<file path="src/rtl/iob_pkg.sv">
package iob_pkg;
  parameter int TID_W  = 3;
  parameter int OP_W   = 2;
  parameter int ADDR_W = 32;
  parameter int DATA_W = 32;

  typedef struct packed {
    logic [TID_W-1:0]  thread;
    logic [OP_W-1:0]   op;
    logic [ADDR_W-1:0] addr;
    logic [DATA_W-1:0] data;
  } io_req_t;

  typedef struct packed {
    logic [TID_W-1:0]  thread;
    logic [DATA_W-1:0] data;
  } io_rsp_t;

  localparam int REQ_W = $bits(io_req_t);
  localparam int RSP_W = $bits(io_rsp_t);
endpackage

</file>
<file path="src/rtl/iob_fifo.sv">
module iob_fifo #(
  parameter int WIDTH = 8,
  parameter int DEPTH = 8
) (
  input  logic             clk,
  input  logic             rst_n,
  input  logic             push,
  input  logic [WIDTH-1:0] push_data,
  input  logic             pop,
  output logic [WIDTH-1:0] head,
  output logic             full,
  output logic             empty
);
  localparam int AW = (DEPTH > 1) ? $clog2(DEPTH) : 1;
  localparam int CW = $clog2(DEPTH + 1);
  localparam logic [AW-1:0] LAST = AW'(DEPTH - 1);
  localparam logic [CW-1:0] FULL_CNT = CW'(DEPTH);

  logic [WIDTH-1:0] mem [DEPTH];
  logic [AW-1:0]    wr_ptr, rd_ptr;
  logic [CW-1:0]    cnt;
  logic             push_ok, pop_ok;

  assign full    = (cnt == FULL_CNT);
  assign empty   = (cnt == '0);
  assign push_ok = push && !full;
  assign pop_ok  = pop && !empty;
  assign head    = mem[rd_ptr];

  always_ff @(posedge clk) begin
    if (push_ok) mem[wr_ptr] <= push_data;
  end

  always_ff @(posedge clk or negedge rst_n) begin
    if (!rst_n) begin
      wr_ptr <= '0;
      rd_ptr <= '0;
      cnt    <= '0;
    end else begin
      if (push_ok) wr_ptr <= (wr_ptr == LAST) ? '0 : wr_ptr + 1'b1;
      if (pop_ok)  rd_ptr <= (rd_ptr == LAST) ? '0 : rd_ptr + 1'b1;
      case ({push_ok, pop_ok})
        2'b10:   cnt <= cnt + 1'b1;
        2'b01:   cnt <= cnt - 1'b1;
        default: cnt <= cnt;
      endcase
    end
  end

  int gap_i;
  always_comb begin
    if (wr_ptr >= rd_ptr) gap_i = int'(wr_ptr) - int'(rd_ptr);
    else                  gap_i = int'(wr_ptr) + DEPTH - int'(rd_ptr);
  end


  cnt_bound_chk: assert property (@(posedge clk) disable iff (!rst_n)
    int'(cnt) <= DEPTH);


  ptr_gap_chk: assert property (@(posedge clk) disable iff (!rst_n)
    gap_i == (full ? 0 : int'(cnt)));


  same_edge_chk: assert property (@(posedge clk) disable iff (!rst_n)
    (push_ok && pop_ok) |=> (cnt == $past(cnt)));
endmodule

</file>
<file path="src/rtl/iob_retire_ctrl.sv">
module iob_retire_ctrl (
  input  logic clk,
  input  logic rst_n,
  input  logic req_empty,
  input  logic rsp_full,
  input  logic rsp_empty,
  input  logic rpl_valid,
  input  logic consumed,
  output logic rpl_ready,
  output logic retire,
  output logic rsp_pop
);
  assign rpl_ready = !req_empty && !rsp_full;
  assign retire    = rpl_valid && rpl_ready;
  assign rsp_pop   = consumed && !rsp_empty;


  full_block_chk: assert property (@(posedge clk) disable iff (!rst_n)
    rsp_full |-> !retire);
endmodule

</file>
<file path="src/rtl/iob_bridge.sv">
module iob_bridge
  import iob_pkg::*;
#(
  parameter int REQ_DEPTH = 8,
  parameter int RSP_DEPTH = 8
) (
  input  logic              clk,
  input  logic              rst_n,
  input  logic              io_req_valid,
  output logic              io_req_ready,
  input  logic [TID_W-1:0]  io_req_thread,
  input  logic [OP_W-1:0]   io_req_op,
  input  logic [ADDR_W-1:0] io_req_addr,
  input  logic [DATA_W-1:0] io_req_data,
  output logic              tgt_valid,
  output logic [TID_W-1:0]  tgt_thread,
  output logic [OP_W-1:0]   tgt_op,
  output logic [ADDR_W-1:0] tgt_addr,
  output logic [DATA_W-1:0] tgt_data,
  input  logic              rpl_valid,
  output logic              rpl_ready,
  input  logic [DATA_W-1:0] rpl_data,
  output logic              rsp_valid,
  output logic [TID_W-1:0]  rsp_thread,
  output logic [DATA_W-1:0] rsp_data,
  input  logic              rsp_consumed
);
  io_req_t in_req, head_req;
  io_rsp_t new_rsp, head_rsp;
  logic [REQ_W-1:0] head_req_bits;
  logic [RSP_W-1:0] head_rsp_bits;
  logic req_full, req_empty, rsp_full, rsp_empty;
  logic retire, rsp_pop;

  assign in_req = '{thread: io_req_thread, op: io_req_op,
                    addr: io_req_addr, data: io_req_data};

  iob_fifo #(.WIDTH(REQ_W), .DEPTH(REQ_DEPTH)) req_q_i (
    .clk(clk), .rst_n(rst_n),
    .push(io_req_valid), .push_data(in_req),
    .pop(retire), .head(head_req_bits),
    .full(req_full), .empty(req_empty)
  );

  assign head_req = io_req_t'(head_req_bits);
  assign new_rsp  = '{thread: head_req.thread, data: rpl_data};

  iob_fifo #(.WIDTH(RSP_W), .DEPTH(RSP_DEPTH)) rsp_q_i (
    .clk(clk), .rst_n(rst_n),
    .push(retire), .push_data(new_rsp),
    .pop(rsp_pop), .head(head_rsp_bits),
    .full(rsp_full), .empty(rsp_empty)
  );

  assign head_rsp = io_rsp_t'(head_rsp_bits);

  iob_retire_ctrl ctrl_i (
    .clk(clk), .rst_n(rst_n),
    .req_empty(req_empty), .rsp_full(rsp_full), .rsp_empty(rsp_empty),
    .rpl_valid(rpl_valid), .consumed(rsp_consumed),
    .rpl_ready(rpl_ready), .retire(retire), .rsp_pop(rsp_pop)
  );

  assign io_req_ready = !req_full;
  assign tgt_valid    = !req_empty;
  assign tgt_thread   = head_req.thread;
  assign tgt_op       = head_req.op;
  assign tgt_addr     = head_req.addr;
  assign tgt_data     = head_req.data;
  assign rsp_valid    = !rsp_empty;
  assign rsp_thread   = head_rsp.thread;
  assign rsp_data     = head_rsp.data;


  tgt_hold_chk: assert property (@(posedge clk) disable iff (!rst_n)
    (tgt_valid && !(rpl_valid && rpl_ready)) |=>
      (tgt_valid && $stable(tgt_addr) && $stable(tgt_thread) && $stable(tgt_data)));


  rpl_gate_chk: assert property (@(posedge clk) disable iff (!rst_n)
    rpl_ready |-> tgt_valid);


  rsp_hold_chk: assert property (@(posedge clk) disable iff (!rst_n)
    (rsp_valid && !rsp_consumed) |=>
      (rsp_valid && $stable(rsp_thread) && $stable(rsp_data)));


  req_land_chk: assert property (@(posedge clk) disable iff (!rst_n)
    (io_req_valid && io_req_ready) |=> tgt_valid);
endmodule

</file>
<file path="config.mk">
export PLATFORM = sky130hd
export DESIGN_NAME = iob_bridge
export DESIGN_NICKNAME = d
export VERILOG_FILES = /design/src/rtl/iob_pkg.sv /design/src/rtl/iob_fifo.sv /design/src/rtl/iob_retire_ctrl.sv /design/src/rtl/iob_bridge.sv
export SDC_FILE = /design/constraint.sdc
export NUM_CORES = 1
export LEC_CHECK = 0
export BUFFER_PORTS_ARGS = -buffer_cell sky130_fd_sc_hd__buf_2
export CAP_MARGIN = 10
export CORE_AREA = 8 8 266 268
export CTS_BUF_LIST = sky130_fd_sc_hd__clkbuf_16
export DETAILED_ROUTE_END_ITERATION = 8
export DIE_AREA = 0 0 274 276
export PLACE_DENSITY = 0.67
export SYNTH_ARGS = -nofsm -noshare
export SYNTH_HDL_FRONTEND = slang
export SYNTH_HIERARCHICAL = 1
export SYNTH_SLANG_ARGS = --single-unit
</file>
<file path="constraint.sdc">
create_clock -name clk -period 8.25 [get_ports clk]
set_clock_uncertainty 0.2 [all_clocks]
set_input_delay 0.4125 -clock clk [delete_from_list [all_inputs] [get_ports clk]]
set_output_delay 0.4125 -clock clk [all_outputs]
set_load 0.005 [all_outputs]
</file>
**Word-level counts from Yosys, hierarchy flattened**

Memory sizes are Yosys's and may differ from the RTL's.
Index checks and enable logic that the tools add are counted.
Widths: inputs -> output; s select.

- Add/subtract/negate cells: 8
- Equal/unequal tests: 10
- Multiplexer cells: 10
- Reductions and logical operators: 15

Operators with widths:

| operator | number |
|---|---|
| $pmux 4 s2 | 2 |
| $add 3x1->3 const B | 4 |
| $eq 3x3->1 const B | 4 |
| $mux 3 | 4 |
| $add 4x1->4 const B | 2 |
| $eq 4x4->1 const B | 2 |
| $logic_not 4->1 | 2 |
| $sub 4x1->4 const B | 2 |
| $logic_and 1x1->1 | 7 |
| $eq 2x1->1 const B | 2 |
| $eq 2x2->1 const B | 2 |
| $logic_not 1->1 | 4 |
| $mux 1 | 4 |
| $reduce_bool 2->1 | 2 |

- Register bits: 20
- Bits in writable memories: 832
- Input port bits: 106
- Output and inout port bits: 108
- Memories kept: 2

Memories:

| memory | depth | width | rd ports | clocked after memory_dff | wr ports | line | source |
|---|---|---|---|---|---|---|---|
| req_q_i.mem | 8 | 69 | 1 | 0 | 1 | iob_fifo.sv:19 | `logic [WIDTH-1:0] mem [DEPTH];` |
| rsp_q_i.mem | 8 | 35 | 1 | 0 | 1 | iob_fifo.sv:19 |  |

**Longest topological paths before layout**

- Word-level depth: 7
- Gate-level depth with buffers: 11
- Depth with buffers taken out: 10

**By module**

The synthesis kept the hierarchy.

Modules (own cells, without submodules):

| module | instances | cells each | area an instance (µm²) | sequential area each (µm²) |
|---|---|---|---|---|
| iob_fifo (req_q_i) | 1 | 868 | 21393.0 | 16826.1 |
| iob_fifo (rsp_q_i) | 1 | 473 | 11476.0 | 8658.3 |
| iob_retire_ctrl | 1 | 3 | 22.5 | 0.0 |
| iob_bridge | 1 | 3 | 11.3 | 0.0 |

**Worst setup path before layout**

No wires, ideal clock.

- Path type: reg-to-reg
- Start: register req_q_i.cnt[0]
- End: memory req_q_i/mem[0][0] (netlist name) (enable)
- Library setup time: 0.666 ns
- Arrival: 7.384 ns
- Required time: 7.384 ns
- Setup slack: 0.000 ns
- Cell stages (with the launch flop): 5
- Clock period less this slack: 8.250 ns
- Cell sequence: dfrtp_1 -> clkbuf_1 -> or4b_1 -> nand2_2 -> nor4_1

- Longest elaborated chain between the ends: 5

Ends and longest elaborated chain:

| item | line | source |
|---|---|---|
| from (decl) | iob_fifo.sv:21 | `logic [CW-1:0] cnt;` |
| from (signal assigned) | iob_fifo.sv:43 | `2'b10: cnt <= cnt + 1'b1;` |
| from (signal assigned) | iob_fifo.sv:44 | `2'b01: cnt <= cnt - 1'b1;` |
| from (signal assigned) | iob_fifo.sv:45 | `default: cnt <= cnt;` |
| $eq 4x4->1 | iob_fifo.sv:24 | `assign full = (cnt == FULL_CNT);` |
| $logic_not 1->1 | iob_fifo.sv:26 | `assign push_ok = push && !full;` |
| $logic_and 1x1->1 | iob_fifo.sv:26 |  |
| $mux 1 | iob_fifo.sv:31 | `if (push_ok) mem[wr_ptr] <= push_data;` |
| $mux 1 (implied by the code) | iob_fifo.sv:31 |  |
| to (decl) | iob_fifo.sv:19 |  |

No other way between the ends.

**Worst setup path after layout**

- Start: register req_q_i.rd_ptr[0]
- End: output tgt_data[13]

- Longest elaborated chain between the ends: 1

Ends and longest elaborated chain:

| item | line | source |
|---|---|---|
| from (decl) | iob_fifo.sv:20 | `logic [AW-1:0] wr_ptr, rd_ptr;` |
| from (signal assigned) | iob_fifo.sv:41 | `if (pop_ok) rd_ptr <= (rd_ptr == LAST) ? '0 : rd_ptr + 1'b1;` |
| $mem_v2 8x69 | -- |  |
| to (decl) | iob_bridge.sv:19 | `output logic [DATA_W-1:0] tgt_data,` |

No other way between the ends.

==> key figures <==
Run status
  • Status: completed

Timing
  • Total negative slack: 0 ns
  • Slew margin rel.: 27.4%
  • Slew @ Worst Pin: 1.09 ns
  • Final Max Tran Viols: 0
  • Final setup viols: 0
  • Final Hold Vio Count: 0
  • Final worst path period share: 54.7%
  • RSZ-0062 raised after global routing: false
  • Fmax achieved: 0.222 GHz
  • Min Tclk post-route: 4.51 ns

Route
  • Post-route ant nets: 0
  • Wirelength per Cell: 24.2 microns
  • Wire length after detailed routing: 64400 microns
  • Vias/cell: 5.57
  • Routed via count: around 15000
  • Detailed Route Iter0 Violations: 928
  • Pre-antenna DRT Iters: 5
  • Remaining DRCs: 0

Clocking
  • # H-tree levels: 3
  • Root Driver: clkbuf_16
  • Max clock buf depth: 3
  • Total CTS buffers: roughly 90
  • CTS tree: built
  • TritonCTS Sinks: 852
  • Clk pin slew, worst setup/hold paths: 0.06 ns
  • Post-CTS Setup Inserts: 0
  • Worst skew pair latency: roughly 0.63 ns

Die
  • Die Y: 276 microns
  • I/O pin cnt: 214
  • CORE AREA: approximately 0.067 sq mm
  • Die footprint: 0.0756 sq mm
  • Rows: 95
  • Starting Density: between 40% and 50%
  • Die width: between 200 and 300 microns

Critical path
  • CP Launch Type: flip-flop
  • CP endpoint kind: output pin
  • CP delay by family, top: buffers and inverters
  • Critical path buffers and inverters: 3
  • Worst Path Arrival: 3.90 ns
  • Worst-path cell chain: buf_4 > buf_4 > mux4_2 > mux2_2 > buf_2
  • Slowest cell delay on critical path: 0.76 ns
  • Worst endpoint required time: 7.64 ns
  • Crit path kind: reg2out
  • Setup slack, reg-to-reg: approximately 4.6 ns
  • Crit path top cell by count: buf_4
  • Slowest CP cell: dfrtp_4
  • Critical path peak fanout: 37

Synthesis
  • Post-synth EDFFs: 832
  • Sequential fraction of the synthesis area: 77.5%
  • Syn Inst Count: 1347
  • Mean Syn Cell Area: 24.4 sq um
  • Async set or reset register ratio after synthesis: 2.35%
  • Top post-synthesis cells by area: edfxtp_1 (76%), mux4_2 (9.5%), mux4_1 (5.5%), mux2_2 (3.9%), dfrtp_1 (1.5%)
  • Number of synthesized register bits: 852
  • Synth Cell Area: 0.0329 sq mm
  • Syn Nets: between 1000 and 1500
  • Top FF cell, synth: edfxtp_1
  • Yosys warning count: 6
  • Count of cell types in the netlist: 37
  • Yosys top cell by area: edfxtp_1
  • Area share of the largest cell type after synthesis: 75.9%

Place
  • Dpl cells: 2399
  • Routability congestion estimate from global placement: 0.696
  • Number of port buffers: 213
  • Post-DP HPWL: roughly 35000 microns

Cells and area
  • Post-route insts no fill: 2665
  • Syn-to-layout area delta: 18.0%
  • Leading cell type in the layout, fill and taps excluded: edfxtp_1
  • Commonest non-fill, non-tap cells in the layout: edfxtp_1 (832), buf_2 (213), mux4_2 (139)
  • Layout cells sized above 1: 36.1%
  • Fillers: 4797
  • Final nets: 1840

Job
  • Max Cap Viol: 0

Global route
  • Remaining Overflow, GRT: 0
  • Vias in the first global route: 16106
  • Global-route usage over all layers: 17.0%
  • Largest net degree at the start of global routing: 72
  • Initial antenna violation count: 6
  • First-pass GRT wire length: just under 100000 microns

Pwr
  • Pwr Total: about 13000 uW
  • Max VDD drop: 197 uV
  • Power Density: 343 mW/mm^2
  • Total leakage power: 0.0130 uW

Worst hold path
  • Hold Crit Class: in2reg
-- cell families (layout without fill, tap and decap cells) --
group | count (synthesis) | in the layout | synth area share, %
buffers and inverters | 78 | 519 | 1.35
other | 0 | 4 | 0
muxes | 325 | 325 | 19.0
and+or+nand+nor | 55 | 55 | 0.992
AOI/OAI and AO/OA | 17 | 17 | 0.418
xor gates and xnor gates | 4 | 4 | 0.106
DFF | 852 | 852 | 77.5
adders and majority gates | 16 | 16 | 0.654
-- cells in the mapped netlist (4+ instances only) --
| library cell | number |
|---|---|
| edfxtp_1 | 832 |
| buf_2 | 7 |
| mux2_2 | 115 |
| clkbuf_1 | 26 |
| buf_1 | 10 |
| nand3_1 | 6 |
| inv_1 | 15 |
| nor3b_1 | 6 |
| nor2_1 | 9 |
| ha_1 | 14 |
| nand2_1 | 5 |
| buf_6 | 19 |
| mux4_2 | 139 |
| nor4_1 | 4 |
| nand2b_1 | 5 |
| nor3_1 | 10 |
| dfrtp_1 | 20 |
| mux4_1 | 69 |
| a21oi_1 | 4 |
-- area by class of cell --
cell class,instances,area [sq um],area share (%)
sequential,852,25500,65.7
multi-input combinational,417,7080,18.2
timing repair buffer,344,2300,5.94
clock buffer,89,2230,5.74
tap,873,1090,2.81
clock inverter,71,543,1.40
inverter,15,56.3,0.145
antenna,4,10.0,0.0258
-- final timing paths --
path | startpoint | end | cells after the start
worst max register to register | req_q_i/cnt[0] | req_q_i/cnt[3] | 9
max in group asynchronous | rst_n | req_q_i/rd_ptr[2] | 2
min in group asynchronous | rst_n | rsp_q_i/rd_ptr[0] | 2
worst min-delay path | rsp_consumed | rsp_q_i/rd_ptr[0] | 4
worst min register to register | rsp_q_i/rd_ptr[2] | rsp_q_i/rd_ptr[2] | 1
worst max-delay path | req_q_i/rd_ptr[0] | tgt_data[13] | 5
-- metrics by stage --
step                cell area [sq um]  setup slack, ns  hold WS, ns  utilization [%]
global route                    38800             3.39       0.0721             58.3
finish                          38800             3.74       0.0951             58.3
CTS                             38800             3.55       0.0592             58.3
floorplan                       32900             1.85      -0.0831                -
global placement                35000             4.28        0.226             52.6
detailed placement              35000             4.25        0.232             52.6
-- worst min-delay path, delay by kind of cell --
| kind | cells | cell delay [ns] |
|---|---|---|
| compound gates | 2 | 0.24 |
| simple gates | 1 | 0.13 |
| buf+inv | 1 | 0.10 |
-- flip-flops by register name (all words and copies together) (netlist names) --
register,cells
req_q_i/rd_ptr,3
rsp_q_i/mem,280
rsp_q_i/wr_ptr,3
req_q_i/wr_ptr,3
req_q_i/mem,552
req_q_i/cnt,4
rsp_q_i/cnt,4
rsp_q_i/rd_ptr,3
-- routing by layer --
layer / GRT usage (%) / share of wire [%] / up-vias
met2: 28.7 / 51 / 311
met1: 22.0 / 42 / 7851
li1: - / - / 6562
met3: 3.90 / 4.9 / 109
met4: 4.59 / 2.1 / 4
met5: 0 / 0.039 / -
-- power by group --
part           total (uW)  internal [uW]  switching, uW
logic                3720           1880           1830
clock network        3740           2130           1610
registers            5850           5500            350
total               13300           9510           3790
-- what timing repair did --
item                                    4_1_cts  5_1_grt
gates resized for setup                       0        0
hold endpoints to repair                    828        0
hold buffers                                102        0
endpoints found under the setup margin        0        0
Note: power is estimated with default switching activity, not from simulation.
